===== src/rtl/scan_tap_pkg.sv =====
package scan_tap_pkg;

  typedef enum logic [3:0] {
    ST_RESET, ST_IDLE,
    ST_SEL_DR, ST_CAP_DR, ST_SHF_DR, ST_EX1_DR, ST_PAU_DR, ST_EX2_DR, ST_UPD_DR,
    ST_SEL_IR, ST_CAP_IR, ST_SHF_IR, ST_EX1_IR, ST_PAU_IR, ST_EX2_IR, ST_UPD_IR
  } tap_state_e;

  localparam int IR_W = 2;

  typedef enum logic [IR_W-1:0] {
    OP_EXTEST = 2'b00,
    OP_SAMPLE = 2'b01,
    OP_IDCODE = 2'b10,
    OP_BYPASS = 2'b11
  } tap_op_e;

  // Fixed pattern loaded into the instruction shift stage in Capture-IR
  localparam logic [IR_W-1:0] IR_CAPTURE = 2'b01;

  // Consecutive high TMS cycles that always reach Test-Logic-Reset
  localparam int TMS_RESET_RUN = 5;

endpackage


===== src/rtl/scan_tap_fsm.sv =====
module scan_tap_fsm
  import scan_tap_pkg::*;
(
  input  logic       tck,
  input  logic       rst,
  input  logic       tms,
  output tap_state_e state
);

  tap_state_e nxt;

  always_comb begin
    nxt = state;
    case (state)
      ST_RESET:  nxt = tms ? ST_RESET  : ST_IDLE;
      ST_IDLE:   nxt = tms ? ST_SEL_DR : ST_IDLE;
      ST_SEL_DR: nxt = tms ? ST_SEL_IR : ST_CAP_DR;
      ST_CAP_DR: nxt = tms ? ST_EX1_DR : ST_SHF_DR;
      ST_SHF_DR: nxt = tms ? ST_EX1_DR : ST_SHF_DR;
      ST_EX1_DR: nxt = tms ? ST_UPD_DR : ST_PAU_DR;
      ST_PAU_DR: nxt = tms ? ST_EX2_DR : ST_PAU_DR;
      ST_EX2_DR: nxt = tms ? ST_UPD_DR : ST_SHF_DR;
      ST_UPD_DR: nxt = tms ? ST_SEL_DR : ST_IDLE;
      ST_SEL_IR: nxt = tms ? ST_RESET  : ST_CAP_IR;
      ST_CAP_IR: nxt = tms ? ST_EX1_IR : ST_SHF_IR;
      ST_SHF_IR: nxt = tms ? ST_EX1_IR : ST_SHF_IR;
      ST_EX1_IR: nxt = tms ? ST_UPD_IR : ST_PAU_IR;
      ST_PAU_IR: nxt = tms ? ST_EX2_IR : ST_PAU_IR;
      ST_EX2_IR: nxt = tms ? ST_UPD_IR : ST_SHF_IR;
      ST_UPD_IR: nxt = tms ? ST_SEL_DR : ST_IDLE;
      default:   nxt = ST_RESET;
    endcase
  end

  always_ff @(posedge tck) begin
    if (rst) state <= ST_RESET;
    else     state <= nxt;
  end

  // Run-length counter of high TMS samples, used only by the check below
  localparam int CNT_W = $clog2(TMS_RESET_RUN + 1);
  logic [CNT_W-1:0] hi_run;

  always_ff @(posedge tck) begin
    if (rst || !tms)                        hi_run <= '0;
    else if (hi_run != CNT_W'(TMS_RESET_RUN)) hi_run <= hi_run + 1'b1;
  end

  p_tms_run_reset_r1: assert property (@(posedge tck) disable iff (rst)
    (hi_run == CNT_W'(TMS_RESET_RUN)) |-> (state == ST_RESET));

  p_shift_dr_entry_r2: assert property (@(posedge tck) disable iff (rst)
    (state == ST_SHF_DR) |-> ($past(state) inside {ST_CAP_DR, ST_SHF_DR, ST_EX2_DR}));

endmodule


===== src/rtl/scan_tap_ir.sv =====
module scan_tap_ir
  import scan_tap_pkg::*;
(
  input  logic       tck,
  input  logic       rst,
  input  tap_state_e state,
  input  logic       tdi,
  output tap_op_e    op,
  output logic       ir_so
);

  logic [IR_W-1:0] ir_sh;

  always_ff @(posedge tck) begin
    if (rst) begin
      ir_sh <= IR_CAPTURE;
      op    <= OP_IDCODE;
    end else begin
      if (state == ST_CAP_IR)      ir_sh <= IR_CAPTURE;
      else if (state == ST_SHF_IR) ir_sh <= {tdi, ir_sh[IR_W-1:1]};

      if (state == ST_RESET)       op <= OP_IDCODE;
      else if (state == ST_UPD_IR) op <= tap_op_e'(ir_sh);
    end
  end

  assign ir_so = ir_sh[0];

  p_ir_default_r1: assert property (@(posedge tck) disable iff (rst)
    (state == ST_RESET) |=> (op == OP_IDCODE));

  p_ir_hold_r4: assert property (@(posedge tck) disable iff (rst)
    (state != ST_UPD_IR && state != ST_RESET) |=> $stable(op));

  p_ir_capture_r3: assert property (@(posedge tck) disable iff (rst)
    (state == ST_CAP_IR) |=> (ir_so == 1'b1));

endmodule


===== src/rtl/scan_tap_dr.sv =====
module scan_tap_dr
  import scan_tap_pkg::*;
#(
  parameter int VER_W  = 4,
  parameter int PART_W = 14,
  parameter int DRV_W  = 2,
  parameter int MFR_W  = 11,
  parameter logic [VER_W-1:0]  VERSION = 4'h1,
  parameter logic [PART_W-1:0] PART    = 14'h1A5C,
  parameter logic [DRV_W-1:0]  DERIV   = 2'b01,
  parameter logic [MFR_W-1:0]  MFR     = 11'h2B3
) (
  input  logic       tck,
  input  logic       rst,
  input  tap_state_e state,
  input  tap_op_e    op,
  input  logic       tdi,
  output logic       byp_so,
  output logic       id_so
);

  localparam int ID_W = VER_W + PART_W + DRV_W + MFR_W + 1;
  localparam logic [ID_W-1:0] ID_WORD = {VERSION, PART, DERIV, MFR, 1'b1};

  logic            byp_q;
  logic [ID_W-1:0] id_sh;

  always_ff @(posedge tck) begin
    if (rst) begin
      byp_q <= 1'b0;
      id_sh <= ID_WORD;
    end else if (state == ST_CAP_DR) begin
      byp_q <= 1'b0;
      if (op == OP_IDCODE) id_sh <= ID_WORD;
    end else if (state == ST_SHF_DR) begin
      if (op == OP_BYPASS) byp_q <= tdi;
      if (op == OP_IDCODE) id_sh <= {tdi, id_sh[ID_W-1:1]};
    end
  end

  assign byp_so = byp_q;
  assign id_so  = id_sh[0];

  p_id_lsb_one_r6: assert property (@(posedge tck) disable iff (rst)
    (state == ST_CAP_DR && op == OP_IDCODE) |=> (id_so == 1'b1));

  p_byp_delay_r7: assert property (@(posedge tck) disable iff (rst)
    (state == ST_SHF_DR && op == OP_BYPASS) |=> (byp_so == $past(tdi)));

endmodule


===== src/rtl/scan_tap.sv =====
module scan_tap
  import scan_tap_pkg::*;
#(
  parameter int VER_W  = 4,
  parameter int PART_W = 14,
  parameter int DRV_W  = 2,
  parameter int MFR_W  = 11,
  parameter logic [VER_W-1:0]  VERSION = 4'h1,
  parameter logic [PART_W-1:0] PART    = 14'h1A5C,
  parameter logic [DRV_W-1:0]  DERIV   = 2'b01,
  parameter logic [MFR_W-1:0]  MFR     = 11'h2B3
) (
  input  logic tck,
  input  logic rst,
  input  logic tms,
  input  logic tdi,
  input  logic bsc_so,
  output logic tdo,
  output logic tdo_oe,
  output logic bsc_capture,
  output logic bsc_shift,
  output logic bsc_update,
  output logic bsc_extest
);

  tap_state_e state;
  tap_op_e    op;
  logic       ir_so, byp_so, id_so;

  scan_tap_fsm u_fsm (
    .tck   (tck),
    .rst   (rst),
    .tms   (tms),
    .state (state)
  );

  scan_tap_ir u_ir (
    .tck   (tck),
    .rst   (rst),
    .state (state),
    .tdi   (tdi),
    .op    (op),
    .ir_so (ir_so)
  );

  scan_tap_dr #(
    .VER_W(VER_W), .PART_W(PART_W), .DRV_W(DRV_W), .MFR_W(MFR_W),
    .VERSION(VERSION), .PART(PART), .DERIV(DERIV), .MFR(MFR)
  ) u_dr (
    .tck    (tck),
    .rst    (rst),
    .state  (state),
    .op     (op),
    .tdi    (tdi),
    .byp_so (byp_so),
    .id_so  (id_so)
  );

  // Boundary chain is addressed by the two external-pin instructions
  logic bsc_sel;
  assign bsc_sel     = (op == OP_EXTEST) || (op == OP_SAMPLE);
  assign bsc_capture = bsc_sel && (state == ST_CAP_DR);
  assign bsc_shift   = bsc_sel && (state == ST_SHF_DR);
  assign bsc_update  = bsc_sel && (state == ST_UPD_DR);
  assign bsc_extest  = (op == OP_EXTEST);

  // Output stage: relaunched on the falling edge, half a cycle after the shift
  logic in_shift_ir, in_shift_dr;
  assign in_shift_ir = (state == ST_SHF_IR);
  assign in_shift_dr = (state == ST_SHF_DR);

  always_ff @(negedge tck) begin
    if (rst) begin
      tdo    <= 1'b0;
      tdo_oe <= 1'b0;
    end else begin
      tdo_oe <= in_shift_ir || in_shift_dr;
      if (in_shift_ir) begin
        tdo <= ir_so;
      end else if (in_shift_dr) begin
        case (op)
          OP_IDCODE: tdo <= id_so;
          OP_BYPASS: tdo <= byp_so;
          default:   tdo <= bsc_so;
        endcase
      end else begin
        tdo <= 1'b0;
      end
    end
  end

  p_oe_only_shift_r8: assert property (@(posedge tck) disable iff (rst)
    tdo_oe |-> (state == ST_SHF_IR || state == ST_SHF_DR));

  p_strobe_onehot_r9: assert property (@(posedge tck) disable iff (rst)
    $onehot0({bsc_capture, bsc_shift, bsc_update}));

  p_extest_selects_r10: assert property (@(posedge tck) disable iff (rst)
    bsc_extest |-> !(op inside {OP_IDCODE, OP_BYPASS}));

endmodule


===== config.mk =====
export PLATFORM = sky130hd
export DESIGN_NAME = scan_tap
export DESIGN_NICKNAME = d
export VERILOG_FILES = /design/src/rtl/scan_tap_pkg.sv /design/src/rtl/scan_tap_fsm.sv /design/src/rtl/scan_tap_ir.sv /design/src/rtl/scan_tap_dr.sv /design/src/rtl/scan_tap.sv
export SDC_FILE = /design/constraint.sdc
export NUM_CORES = 1
export LEC_CHECK = 0
export ABC_CLOCK_PERIOD_IN_PS = 4450
export BUFFER_PORTS_ARGS = -buffer_cell sky130_fd_sc_hd__buf_2
export CORE_UTILIZATION = 64
export DETAILED_ROUTE_END_ITERATION = 10
export MAX_ROUTING_LAYER = met4
export PLACE_DENSITY = 0.89
export REMOVE_ABC_BUFFERS = 1
export SLEW_MARGIN = 10
export SYNTH_ARGS = -nofsm -noshare
export SYNTH_HDL_FRONTEND = slang
export SYNTH_SLANG_ARGS = --single-unit
export TNS_END_PERCENT = 10

===== constraint.sdc =====
create_clock -name tck -period 4.45 [get_ports tck]
set_input_delay 0.2225 -clock tck [delete_from_list [all_inputs] [get_ports tck]]
set_output_delay 0.2225 -clock tck [all_outputs]
set_load 0.005 [all_outputs]

# ---- Yosys cells after proc, flatten, opt, wreduce, memory -nomap -nowiden
# Index checks and enable logic that the tools add are counted.
# W data, S select, Z words.
dict set report classes {
  n_eq_ne 18
  n_reduce_logical 16
  muxes 20
}
# operator n
set op_table {}
lappend op_table {{$mux W32} 4}
lappend op_table {{$pmux W4 S12} 1}
lappend op_table {{$eq A4 B4 Y1 const B} 8}
lappend op_table {{$eq A4 B3 Y1 const B} 4}
lappend op_table {{$mux W4} 4}
lappend op_table {{$reduce_or A2 Y1} 5}
lappend op_table {{$eq A4 B2 Y1 const B} 2}
lappend op_table {{$mux W2} 3}
lappend op_table {{$mux W3} 2}
lappend op_table {{$mux W1} 5}
lappend op_table {{$eq A2 B2 Y1 const B} 2}
lappend op_table {{$eq A4 B1 Y1 const B} 1}
lappend op_table {{$logic_not A4 Y1} 1}
lappend op_table {{$reduce_and A2 Y1} 2}
lappend op_table {{$logic_and A1 B1 Y1} 3}
lappend op_table {{$reduce_or A3 Y1} 1}
lappend op_table {{$eq A2 B1 Y1 const B} 1}
lappend op_table {{$logic_not A2 Y1} 1}
lappend op_table {{$logic_or A1 B1 Y1} 2}
lappend op_table {{$pmux W1 S2} 1}
lappend op_table {{$reduce_bool A2 Y1} 1}
dict set report word_totals {
  output_inout_bits 6
  inputBits 5
  wordCells 61
  reg_bits 43
}

# ---- Depth between registers and ports, before layout
dict set report depth {
  ltp_word 4
  mapped_depth 6
  depth_no_buf 3
}

# ---- By module
# From an unflattened synthesis, not the netlist that was laid out.
dict set report unflattened {
  cells_unflattened 227
  hier_area_um2 2167.1
}
# module cells_each seq_area_each_um2 area_each_um2 n_inst
set modules_own_cells {}
lappend modules_own_cells {scan_tap_dr 153 660.6 1517.7 1}
lappend modules_own_cells {scan_tap_fsm 39 80.1 335.3 1}
lappend modules_own_cells {scan_tap_ir 18 80.1 172.7 1}
lappend modules_own_cells {scan_tap 17 40.0 141.4 1}

==> out/qor.yml <==
clock_latency_ns: 0.39
grt_pass1_vias: 1268
ctsResizeCount: 0
drc: 0
nets: 235
synth_compound_area_frac: 0.100
dieArea_um2: 3500
synth_top_family_by_area: "simple AND/OR/NAND/NOR gates"
via_count: 1551
postCtsSetupRepairBufs: 0
synth_edf_count: 0
rows: 20
synthAdderAreaFrac: 0
port_buffers: 10
drv_slew: 0
total_power_w: 0.000658
finalHoldViolations: 0
fill_cells: 247
synthSimpleGateAreaFrac: 0.250
r2r_cells: 3
grt_usage: 0.228
r2r_start: "u_fsm.state[1]$_SDFF_PP0_"
rsz0062_at_grt: "no"
synth_seq_area_share: 0.412
synth_cells: 227
ir_drop_v: 0.000166
vias_per_cell: 5.64
synth_xor_area_frac: 0
antenna_found_initial: 0
min_path_type: "input pin to flop"
htreeDepth: 2
place_ws_ns: 0.716
cp.required_ns: 2.56
postSynth.asyncResetShare: 0
multiInputGateArea_um2: 1100
critPathCapture: "tdo$_SDFF_NP0_"
rr_endpoint: "tdo$_SDFF_NP0_"
worstPathArrival_ns: 1.84
grt_pass1_wl_mm: 5.84
rrSetupSlack_ns: 0.72
die_h_um: 59.1
area_growth_pct: 4.73
routed_wl_mm: 3.66
synth_area_per_cell_um2: 9.20
finalClockSkew_ns: 0.0550
grt_max_degree: 51
gr-total-overflow: 0
hpwlAfterDp_mm: 2.34
start_util: 0.678
n_antenna_cell: 0
cp-start-kind: "flop"
synth.distinct_cells: 38
clock-sinks: 43
powerDensity_nw_per_um2: 301
netlist_area_um2: 2090
cts_buffers: 5
gp_congestion: 0.838
clk_pin_slew_ns: 0.12
end_kind: "flop"
drive_gt1_frac: 0.173
fp.dieW_um: 59.1
hold_buffers: 0
postRouteAntennaNets: 0
io_pins: 11
routedWlPerCell_um: 13.3
yosys_warnings: 0
startpoint: "u_fsm.state[1]$_SDFF_PP0_"
core_um2: 3080
p_leak_nw: 0.919
first_iter_violations: 101
drtPass1Iterations: 4
final_util: 0.711
cp_max_fo: 17
status: "complete, no violations"
holdPathStages: 3
slew_headroom: 0.480
ys_seq_elements: 43
cts_tree: "yes"
worst_pin_slew_ns: 0.776
critical_path_class: "flop to flop"
max_cap_violations: 0
ys.flop_type: "dfxtp_1"
synth.area.mux_share: 0.174
register_area_um2: 861
clk_path_buf_depth: 2
setup_slack_ns: 0.721
setup_viol: 0
tns_ns: 0
cts_root_buf: "clkbuf_4"
[where the power goes]
part            total, W  leakage [nW]  internal, W  switching [W]
clock           0.000186        0.0392    0.0000630       0.000123
sequential      0.000405         0.348     0.000396     0.00000886
combinational  0.0000668         0.532    0.0000304      0.0000364
[flip-flops by register name, summed over array words and instances (netlist names)]
| name | cells |
|---|---|
| u_dr.id_sh | 32 |
| u_fsm.state | 4 |
| u_ir.ir_sh | 2 |
| u_ir.op | 2 |
| tdo | 1 |
| tdo_oe | 1 |
| u_dr.byp_so | 1 |
[critical path: stages (launching register included)]
cell       delay [ns]
dfxtp_1          0.49
or4b_4           0.60
a2111oi_4        0.29
a31o_1           0.13
[metal layers]
layer	share of wire	global-route usage	vias to the layer above	routed length (um)
met5	0	-	-	0
met4	0.012	0.0510	0	45
met3	0.031	0.0590	7	113
met2	0.47	0.352	27	1720
met1	0.49	0.302	716	1780
li1	-	-	801	-
[worst min path at each step]
stage                                      from                     endpoint  slack [ns]
finish                                      tdi  u_dr.id_sh[31]$_SDFFE_PP0P_        0.14
global route                                tdi  u_dr.id_sh[31]$_SDFFE_PP0P_        0.11
CTS                                         tdi  u_dr.id_sh[31]$_SDFFE_PP0P_        0.12
detailed placement  u_dr.id_sh[21]$_SDFFE_PP0P_  u_dr.id_sh[21]$_SDFFE_PP0P_        0.46
global placement     u_dr.id_sh[3]$_SDFFE_PP0P_   u_dr.id_sh[3]$_SDFFE_PP0P_        0.45
floorplan                                   rst   u_ir.ir_sh[1]$_SDFFE_PP0P_        0.29
[placed cells by master, fill, tap and decap left out, types with 4 or more instances in the layout]
master / instances
dfxtp_1: 43
nor2_1: 28
mux2i_1: 24
nor3_1: 18
nor2b_1: 12
mux2_2: 11
nand2_1: 10
buf_2: 10
and3_1: 9
inv_1: 8
clkbuf_4: 5
buf_4: 5
a21oi_1: 4
[cell type report]
type	count	area share
multi-input cells	157	0.503
flip-flops and latches	43	0.394
repair buffers	15	0.0400
well taps	44	0.0252
clock buffers	6	0.0189
inverters	6	0.0103
clock inverters	4	0.00858
[through the flow]
stage,hold WS (ns),cell area (um^2),instances
after floorplan,0.292,1980,207
after CTS,0.123,2190,275
after detailed placement,0.458,2130,266
after global routing,0.109,2190,275
after global placement,0.446,2130,266
final,0.139,2190,275
[synthesized netlist by cell type (3+ instances only)]
master | instances | area share
a21oi_1 | 4 | 0.0096
and3_1 | 9 | 0.027
buf_2 | 7 | 0.017
buf_6 | 3 | 0.016
clkbuf_1 | 9 | 0.016
dfxtp_1 | 43 | 0.41
inv_1 | 7 | 0.013
mux2_2 | 11 | 0.059
mux2i_1 | 24 | 0.12
nand2_1 | 10 | 0.018
nand2b_1 | 3 | 0.0090
nand3_1 | 3 | 0.0072
nor2_1 | 28 | 0.050
nor2b_1 | 12 | 0.036
nor3_1 | 18 | 0.043
nor4b_1 | 3 | 0.013
o21a_1 | 3 | 0.011
o21ai_0 | 3 | 0.0072
[cell families after synthesis]
group	after synthesis
AO/OA/AOI/OAI	24
multiplexers	35
flip-flops	43
buffers and inverters	27
AND/OR/NAND/NOR	98
No activity file was read; power rests on OpenSTA's default activity.
